[config.mk]
export PLATFORM = sky130hd
export DESIGN_NAME = serial_word_receiver
export DESIGN_NICKNAME = d
export VERILOG_FILES = /design/src/rtl/rx_pkg.sv /design/src/rtl/rx_bit_counter.sv /design/src/rtl/rx_shift_hist.sv /design/src/rtl/rx_word_capture.sv /design/src/rtl/serial_word_receiver.sv
export SDC_FILE = /design/constraint.sdc
export NUM_CORES = 1
export LEC_CHECK = 0
export ABC_CLOCK_PERIOD_IN_PS = 1210
export BUFFER_PORTS_ARGS = -buffer_cell sky130_fd_sc_hd__buf_4
export CAP_MARGIN = 20
export CORE_MARGIN = 2
export CORE_UTILIZATION = 30
export CTS_CLUSTER_SIZE = 20
export DETAILED_ROUTE_END_ITERATION = 8
export GPL_ROUTABILITY_DRIVEN = 0
export SYNTH_ARGS = -nofsm -noshare
export SYNTH_HDL_FRONTEND = slang
export SYNTH_HIERARCHICAL = 1
export SYNTH_SLANG_ARGS = --single-unit
[constraint.sdc]
create_clock -name clk -period 1.21 [get_ports clk]
set_input_delay 0.0605 -clock clk [delete_from_list [all_inputs] [get_ports clk]]
set_output_delay 0.0605 -clock clk [all_outputs]
set_load 0.02 [all_outputs]
[src/rtl/rx_pkg.sv]
`timescale 1ns/1ps
package rx_pkg;
    localparam int DEFAULT_WIDTH = 8;

    // width of a counter that indexes positions 0..n-1
    function automatic int pos_bits(input int n);
        return (n > 2) ? $clog2(n) : 1;
    endfunction
endpackage

[src/rtl/rx_bit_counter.sv]
`timescale 1ns/1ps
module rx_bit_counter #(
    parameter int WIDTH = rx_pkg::DEFAULT_WIDTH
) (
    input  logic clk,
    input  logic rst_n,
    output logic last_o
);
    localparam int CW = rx_pkg::pos_bits(WIDTH);
    localparam logic [CW-1:0] LAST = CW'(WIDTH - 1);

    typedef struct packed {
        logic [CW-1:0] pos;
    } cnt_state_t;

    cnt_state_t st_d, st_q;

    always_comb begin
        st_d = st_q;
        if (st_q.pos == LAST) begin
            st_d.pos = '0;
        end else begin
            st_d.pos = st_q.pos + 1'b1;
        end
    end

    always_ff @(posedge clk or negedge rst_n) begin
        if (!rst_n) begin
            st_q <= '0;
        end else begin
            st_q <= st_d;
        end
    end

    assign last_o = (st_q.pos == LAST);
endmodule

[src/rtl/rx_shift_hist.sv]
`timescale 1ns/1ps
module rx_shift_hist #(
    parameter int WIDTH = rx_pkg::DEFAULT_WIDTH
) (
    input  logic             clk,
    input  logic             rst_n,
    input  logic             bit_i,
    output logic [WIDTH-1:0] next_word_o
);
    localparam int HW = WIDTH - 1;

    typedef struct packed {
        logic [HW-1:0] hist;
    } hist_state_t;

    hist_state_t st_d, st_q;

    always_comb begin
        st_d = st_q;
        st_d.hist = HW'({st_q.hist, bit_i});
    end

    always_ff @(posedge clk or negedge rst_n) begin
        if (!rst_n) begin
            st_q <= '0;
        end else begin
            st_q <= st_d;
        end
    end

    // the word as it would stand if the current bit were the last one
    assign next_word_o = {st_q.hist, bit_i};
endmodule

[src/rtl/rx_word_capture.sv]
`timescale 1ns/1ps
module rx_word_capture #(
    parameter int WIDTH = rx_pkg::DEFAULT_WIDTH
) (
    input  logic             clk,
    input  logic             rst_n,
    input  logic             load_i,
    input  logic [WIDTH-1:0] next_word_i,
    output logic [WIDTH-1:0] word_o,
    output logic             done_o
);
    typedef struct packed {
        logic [WIDTH-1:0] word;
        logic             done;
    } cap_state_t;

    cap_state_t st_d, st_q;

    always_comb begin
        st_d = st_q;
        st_d.done = load_i;
        if (load_i) begin
            st_d.word = next_word_i;
        end
    end

    always_ff @(posedge clk or negedge rst_n) begin
        if (!rst_n) begin
            st_q <= '0;
        end else begin
            st_q <= st_d;
        end
    end

    assign word_o = st_q.word;
    assign done_o = st_q.done;
endmodule

[src/rtl/serial_word_receiver.sv]
`timescale 1ns/1ps
module serial_word_receiver #(
    parameter int WIDTH = rx_pkg::DEFAULT_WIDTH
) (
    input  logic             clk,
    input  logic             rst_n,
    input  logic             bit_in,
    output logic [WIDTH-1:0] word_o,
    output logic             done_o
);
    logic             at_last;
    logic [WIDTH-1:0] assembled;

    rx_bit_counter #(.WIDTH(WIDTH)) i_counter (
        .clk    (clk),
        .rst_n  (rst_n),
        .last_o (at_last)
    );

    rx_shift_hist #(.WIDTH(WIDTH)) i_hist (
        .clk         (clk),
        .rst_n       (rst_n),
        .bit_i       (bit_in),
        .next_word_o (assembled)
    );

    rx_word_capture #(.WIDTH(WIDTH)) i_capture (
        .clk         (clk),
        .rst_n       (rst_n),
        .load_i      (at_last),
        .next_word_i (assembled),
        .word_o      (word_o),
        .done_o      (done_o)
    );
endmodule

* Word level (Yosys, flattened, before mapping) *
Index checks and enable logic that the tools add are counted.

word-level totals
  bits in registers = 19
  input bits = 3
  output and inout port bits = 9
  word-level logic and storage cells = 7

cells by class
  add/subtract/negate cells = 1
  equality and inequality tests = 1
  mux-type cells = 1

operators with widths
  cell                                                           number
  3-bit by 1-bit adder with 3-bit output, second input constant  1
  3-bit == test, second input constant                           1
  3-bit 2-to-1 mux                                               1

* Logic depth before layout (Yosys ltp) *
Gate-level depths: netlist of run 1.

  depth in word-level cells = 2
  depth in mapped cells = 4
  gate-level depth less buffers = 3

* By module *
Netlist of run 1, hierarchy kept.

by module, submodules not included
  module           instances  cells each  area an instance (sq um)  seq. area each (sq um)
  rx_word_capture  1          18          356.6                     225.2
  rx_shift_hist    1          8           182.7                     175.2
  rx_bit_counter   1          6           103.8                     75.1

* Worst setup path before layout of run 1 *
No wires, ideal clock.

  path kind = reg2reg
  start point = register i_counter/st_q[0] in the netlist's numbering
  end point = register i_capture.st_q, in the netlist i_capture/word_o[0]
  setup time = 0.125 ns
  arrival time = 1.183 ns
  data required time = 1.085 ns
  path slack = -0.098 ns
  stages on the path, launching flop included = 5
  buffers on the path = 1
  clock period less this slack = 1.308 ns
  cell sequence = dfrtp_1 > ha_1 > ha_1 > buf_6 > mux2_4

on the way
  word-level cells in the longest chain between the ends = 1

RTL lines
  item                      line                        RTL
  start: declaration        rx_bit_counter.sv:16        cnt_state_t st_d, st_q;
  start signal: assignment  rx_bit_counter.sv:31        st_q <= st_d;
  3-bit == test             rx_bit_counter.sv:35        assign last_o = (st_q.pos == LAST);
  via at_last               serial_word_receiver.sv:11  logic at_last;
  end signal: assignment    rx_word_capture.sv:31       st_q <= st_d;
  end: declaration          rx_word_capture.sv:17       cap_state_t st_d, st_q;

The timed path passes the listed nets, and every way through them passes these cells.
A chain may end at the register's enable or synchronous reset.

* Final worst setup path of run 1 *
  start point = register i_counter/st_q[0] in the netlist's numbering
  end point = register i_capture.st_q, in the netlist i_capture/word_o[7]

Same word-level chain as after synthesis.

==> qor_table.md, run 1 <==
| Metric | Reported |
|:---|:---|
| Clock Power Share | 28.6% |
| Number of distinct library cells after synthesis | 6 |
| Setup tns final | -0.0182 ns |
| Post-route cell area | 802 um2 |
| Run status | finished with violations |
| Post-synthesis net count | 37 |
| Final Hold Vio Count | 0 |
| Hold slack | 0.171 ns |
| Antenna Nets Post-Route | 0 |
| Yosys warns | 6 |
| Arr. time, crit path | 1.40 ns |
| PwrDens | 1320 mW/mm2 |
| Fill cells | 196 |
| Synthesis-stage register bit count | 19 |
| Failing checks | setup timing |
| Worst setup slack after layout | -0.00615 ns |
| First-pass GRT wire length | 1480 um |
| Growth of design area from synthesis to finish | 24.7% |
| Area of the multi-input gates | 164 um2 |
| Biggest area contributors in the synthesized netlist | sky130_fd_sc_hd__dfrtp_1, sky130_fd_sc_hd__mux2_4, sky130_fd_sc_hd__ha_1 |
| Highest ir drop seen on vdd | 0.00105 V |
| Mean instance size in the synthesized netlist | 20.1 um2 |
| Switching part of the total power | 21.4% |
| Via count of the first global-routing pass | 314 |
| Number of antenna violations at the first check in global routing | 0 |
| Dominant cell by count in the synthesized netlist | sky130_fd_sc_hd__dfrtp_1 |
| Internal cell power | 0.830 mW |
| CP Capture Type | flip-flop |
| TritonCTS clock tree | built |
| Register Area | 475 um2 |
| Buffers inserted by post-CTS timing repair | 0 |
| Die X | 50.3 um |
| Cell accounting for the most synthesized area | sky130_fd_sc_hd__dfrtp_1 |
| Area of the mapped netlist | 643 um2 |
| Actual transition at the worst max-transition pin | 0.234 ns |
| Slew Viols, Final | 0 |
| Number of cells produced by synthesis | 32 |
| Maximum fanout along the worst path | 10 |
| Routed Wire Length | 814 um |
| Vias post-DR | 305 |
| First element of the critical path | i_counter/st_q[0] |
| Switching power | 0.226 mW |
| Total I/O pin count | 12 |
| Post-placement cell area | 756 um2 |
| Achievable frequency | 822 MHz |
| Synth top area share | 73.9% |
| Fraction of synthesis flops using an asynchronous set or reset pin | 100% |
| Min-Delay Path Class | primary input to asynchronous set/reset pin |
| Overflow left after global routing | 0 |
| Required time of the critical path | 1.39 ns |
| Wirelength per Cell | 11.0 um |
| Number of buffers on the longest clock path | 2 |
| Core ar. | 0.00200 mm2 |
| Critical Setup Path Class | flip-flop to flip-flop |
| Sequential power share | 63.8% |
| Post-route fraction of the period consumed by the critical path | 101% |
| Pin count of the biggest net entering global routing | 20 |
| Combinational cell fraction of total power | 7.7% |
| Clock skew | 0.00120 ns |
| Num CTS Buffers | 3 |
| Headroom to the max-slew limit | 84.4% |
| Number of nets at the end of the flow | 53 |
| Worst Setup Start Kind | flip-flop |
| Maximum level of the CTS H-tree | 1 |
| Max Cap Viol | 0 |
| Total iterations of the first detailed-routing run | 1 |
| DRC marker count from the first detailed-route iteration | 0 |
| Cell Rows | 16 |
| DRC violation count after routing | 0 |
| Setup repair after global routing missed its margin | true |
| Final worst path period need | 1.22 ns |
| Layout cells sized above 1 | 51.1% |
| Launching point of the worst reg2reg path | i_counter/st_q[0] |
| Leakage power | 0.376 nW |
| Clock slew seen by the registers of the worst setup and hold paths | 0.10 ns |
| Sequential element share of the synthesized area | 73.9% |
| Count of input and output buffers | 11 |
| ANT cells | 0 |
| Most used flip-flop cell after synthesis | sky130_fd_sc_hd__dfrtp_1 |
| TritonCTS Sinks | 19 |
| Worst-Skew Late Latency | 0.28 ns |
| Overall die area | 0.00253 mm2 |
| Starting density of the core | 32.1% |
| Die Ht | 50.3 um |
| Detailed placement HPWL | 560 um |
| Tot GR Track Use | 8.03% |
| Number of flops mapped to enable cells by yosys | 0 |
| Post-synth top cells | sky130_fd_sc_hd__dfrtp_1, sky130_fd_sc_hd__mux2_4, sky130_fd_sc_hd__ha_1 |
| Cell at the root of the clock tree | sky130_fd_sc_hd__clkbuf_4 |
| Number of vias per cell | 4.12 |
| Count of final setup violators | 8 |
-- kinds of logic after synthesis --
| family | count (synthesis) | share of synthesized area (%) |
|---|---|---|
| adders and majority gates | 2 | 3.89 |
| buffers and inverters | 2 | 2.92 |
| DFF | 19 | 73.9 |
| muxes | 8 | 18.7 |
| and+or+nand+nor | 1 | 0.583 |
-- metal layers --
| layer | track usage (%) | up-vias | share of wire [%] |
|---|---|---|---|
| li1 | - | 137 | - |
| met5 | 0 | - | 0 |
| met3 | 4.76 | 0 | 8.2 |
| met2 | 11.6 | 13 | 47 |
| met4 | 1.35 | 0 | 0 |
| met1 | 10.5 | 155 | 45 |
-- area by class of cell --
cell class | count | area share (%)
multi-input cells | 11 | 20.4
flip-flops and latches | 19 | 59.3
well taps | 27 | 4.21
clock buffers | 4 | 3.28
repair buffers | 13 | 12.8
-- path summary, 6_finish.rpt --
path                       depth (start not counted)  slack [ns]                   to
max reg2reg                                        3      -0.006  i_capture/word_o[7]
min                                                2        0.17  i_capture/word_o[7]
max                                                3      -0.006  i_capture/word_o[7]
min in group clk                                   0        0.38       i_hist/st_q[3]
min reg2reg                                        0        0.38       i_hist/st_q[3]
max in group asynchronous                          2        0.85    i_counter/st_q[2]
-- repair_timing --
action | in CTS | in global routing
endpoints found under the setup margin | 8 | 8
resized for setup | 0 | 0
hold buffers | 2 | 0
hold endpoints to repair | 21 | 0
-- worst max-delay path, stage by stage (launching register included) --
cell and delay (ns):
sky130_fd_sc_hd__dfrtp_1 0.37, sky130_fd_sc_hd__ha_2 0.19, sky130_fd_sc_hd__ha_4 0.24, sky130_fd_sc_hd__mux2_4 0.32
-- cell usage in the layout, fill, tap and decap left out, drive strengths merged --
cell	synthesis	final
clkbuf	0	4
buf	2	11
mux2	8	8
ha	2	2
dlygate4sd3	0	2
dfrtp	19	19
nor2	1	1
-- power by group through the flow --
| stage | registers [mW] | clock network (mW) | logic [mW] |
|---|---|---|---|
| global route | 0.677 | 0.351 | 0.0881 |
| global placement | 0.686 | 0 | 0.0773 |
| floorplan | 0.701 | 0 | 0.0216 |
| finish | 0.673 | 0.302 | 0.0808 |
| detailed placement | 0.686 | 0 | 0.0775 |
| CTS | 0.674 | 0.321 | 0.0830 |
-- flip-flops by register name (all words and copies together), names as in the netlist --
register	cells
i_capture/word_o	8
i_hist/st_q	7
i_counter/st_q	3
i_capture/done_o	1
-- through the flow --
step	util, %	worst slack [ns]	std cells	total power, mW
finish	40.1	-0.00615	74	1.06
global route	40.1	-0.0734	74	1.12
detailed placement	37.8	-0.00646	68	0.764
CTS	40.1	-0.0256	74	1.08
floorplan	-	-0.0281	32	0.722
global placement	37.8	0.0161	68	0.763
(Power assumes the default switching activity.)
==> run 2, diff against run 1 <==
ABC_CLOCK_PERIOD_IN_PS = 1100   (was 1210)
CTS_CLUSTER_DIAMETER = 150   (was not set)
clock period = 1.1 ns   (was 1.21 ns; I/O delays follow)
==> run 2 against run 1 <==
Compared with the run above:
- the run still ends with setup timing left
- final cell count is the same
- die area is the same
- non-clock buffer count is the same
- first-iteration DRC count is the same
- final area is the same
- sequential cell count is the same
- utilization is the same
- sequential power grew 10%
- wire length is the same
- largest cell class unchanged
- highest routed layer unchanged
==> qor_table.md, run 2 (synthesis results as in run 1) <==
| Metric | Reported | Change |
|:---|:---|:---|
| Run status | finished with violations |  |
| Failing checks | setup timing |  |
| Count of input and output buffers | 11 | unchanged |
| Final worst path period need | 1.22 ns | -0.0000000800 ns |
| Critical path cell sequence | ha_2 > ha_4 > mux2_4 |  |
| Number of buffers on the longest clock path | 2 | unchanged |
| Max Cap Viol | 0 | unchanged |
| DRC violation count after routing | 0 | unchanged |
| Max FFs per register | 8 | unchanged |
| Layout cells sized above 1 | 51.1% | unchanged |
| Wirelength per Cell | 11.0 um | unchanged |
| Arr. time, crit path | 1.40 ns | about the same |
| Num CTS Buffers | 3 | unchanged |
| Launching point of the worst reg2reg path | i_counter/st_q[0] |  |
| Setup tns final | -0.898 ns | -0.880 ns |
| Total iterations of the first detailed-routing run | 1 | unchanged |
| Pre-CTS setup slack | -0.116 ns | -0.110 ns |
| Buffers inserted by post-CTS timing repair | 0 | unchanged |
| Post-layout instance count excluding filler cells | 74 | unchanged |
| Area of the multi-input gates | 164 um2 | unchanged |
| Cell Rows | 16 | unchanged |
| Worst setup slack after layout | -0.116 ns | -0.110 ns |
| Die Ht | 50.3 um | unchanged |
| PwrDens | 1450 mW/mm2 | +10% |
| Clock skew | 0.00120 ns | unchanged |
| TritonCTS Sinks | 19 | unchanged |
| Routed Wire Length | 814 um | unchanged |
| Tot GR Track Use | 8.03% | unchanged |
| Pin count of the biggest net entering global routing | 20 | unchanged |
| CP Capture Type | flip-flop |  |
| Die X | 50.3 um | unchanged |
| Min-Delay Path Class | primary input to asynchronous set/reset pin |  |
| Leakage power | 0.376 nW | unchanged |
| Vias post-DR | 305 | unchanged |
| Register Area | 475 um2 | unchanged |
| Fill cells | 196 | unchanged |
| Cell at the root of the clock tree | sky130_fd_sc_hd__clkbuf_4 |  |
| Count of final setup violators | 8 | unchanged |
| TritonCTS clock tree | built |  |
| Worst r2r path cells | 3 | unchanged |
| Maximum level of the CTS H-tree | 1 | unchanged |
| Utilization of the core after routing | 40.1% | unchanged |
| Critical Setup Path Class | flip-flop to flip-flop |  |
| DRC marker count from the first detailed-route iteration | 0 | unchanged |
| Maximum single-stage delay on the critical path | 0.37 ns | about the same |
| Maximum fanout along the worst path | 10 | unchanged |
| Achievable frequency | 822 MHz | unchanged |
| Detailed placement HPWL | 560 um | unchanged |
| Headroom to the max-slew limit | 84.4% | unchanged |
| Setup slack on the worst flop-to-flop path | -0.12 ns | -0.11 ns |
| Clock slew seen by the registers of the worst setup and hold paths | 0.10 ns | about the same |
| Actual transition at the worst max-transition pin | 0.234 ns | unchanged |
| Slew Viols, Final | 0 | unchanged |
| Antenna Nets Post-Route | 0 | unchanged |
| Core ar. | 0.00200 mm2 | unchanged |
| Final Hold Vio Count | 0 | unchanged |
| Post-route fraction of the period consumed by the critical path | 111% | +10 points |
| Number of placed instances with taps included | 68 | unchanged |
| First element of the critical path | i_counter/st_q[0] |  |
| Slowest stage cell on the critical path | sky130_fd_sc_hd__dfrtp_1 |  |
| ANT cells | 0 | unchanged |
| Most common cell after layout, fill and taps aside | sky130_fd_sc_hd__dfrtp_1 |  |
| First-pass GRT wire length | 1480 um | unchanged |
| Number of antenna violations at the first check in global routing | 0 | unchanged |
| Worst Setup Start Kind | flip-flop |  |
| Post-cts repair resize count | 0 | unchanged |
| Post-placement cell area | 756 um2 | unchanged |
| Post-route cell area | 802 um2 | unchanged |
| Most frequent cells in the layout | sky130_fd_sc_hd__dfrtp_1, sky130_fd_sc_hd__buf_4, sky130_fd_sc_hd__mux2_4 |  |
| Highest ir drop seen on vdd | 0.00115 V | +10% |
| Setup repair after global routing missed its margin | true |  |
| Growth of design area from synthesis to finish | 24.7% | unchanged |
| Via count of the first global-routing pass | 314 | unchanged |
| Overall die area | 0.00253 mm2 | unchanged |
| Number of nets at the end of the flow | 53 | unchanged |
| Required time of the critical path | 1.28 ns | -0.11 ns |
| Worst-Skew Late Latency | 0.28 ns | about the same |
| Starting density of the core | 32.1% | unchanged |
| Total I/O pin count | 12 | unchanged |
| Overflow left after global routing | 0 | unchanged |
| Number of vias per cell | 4.12 | unchanged |
run 2: cell counts in the layout (fill, tap and decap cells not counted):
Identical to the previous run, type by type.
run 2: layout make-up:
type | instances | share of cell area (%)
Sequential cell | 19 | 59.3
Multi-Input combinational cell | 11 | 20.4
Timing Repair Buffer | 13 | 12.8
Tap cell | 27 | 4.21
Clock buffer | 4 | 3.28
run 2: routing by layer:
layer,track usage (%),vias to the layer above,part of all wire (%)
li1,-,137,-
met1,10.5,155,45
met2,11.6,13,47
met3,4.76,0,8.2
met4,1.35,0,0
met5,0,-,0
run 2: power by group:
part	switching (mW)	internal (mW)	leakage [nW]	total, mW
sequential	0.0149	0.726	0.227	0.741
combinational	0.0422	0.0467	0.134	0.0889
clock	0.191	0.141	0.0150	0.332
total	0.248	0.913	0.376	1.16
run 2: worst max-delay path, delay by kind of cell, from the launching register on:
| family | cells | cell delay [ns] |
|---|---|---|
| adders and majority gates | 2 | 0.43 |
| muxes | 1 | 0.32 |
| DFF | 1 | 0.37 |
run 2: per-stage QoR:
step	hold WS [ns]	power, mW
2_1_floorplan	-0.241	0.795
3_3_place_gp	-0.0625	0.839
3_5_place_dp	-0.0594	0.840
4_1_cts	0.158	1.19
5_1_grt	0.174	1.23
6_report	0.165	1.16
run 2: worst paths after layout:
check | to
worst min-delay path | i_capture/word_o[7]
max in group asynchronous | i_counter/st_q[2]
worst max register to register | i_capture/word_o[7]
worst min register to register | i_hist/st_q[3]
min in group clk | i_hist/st_q[3]
worst max-delay path | i_capture/word_o[7]
run 2: timing repair:
item / CTS / global route
hold endpoints to repair: 21 / 0
cloned: 0 / 0
hold buffers: 2 / 0
setup endpoints to repair: 8 / 8
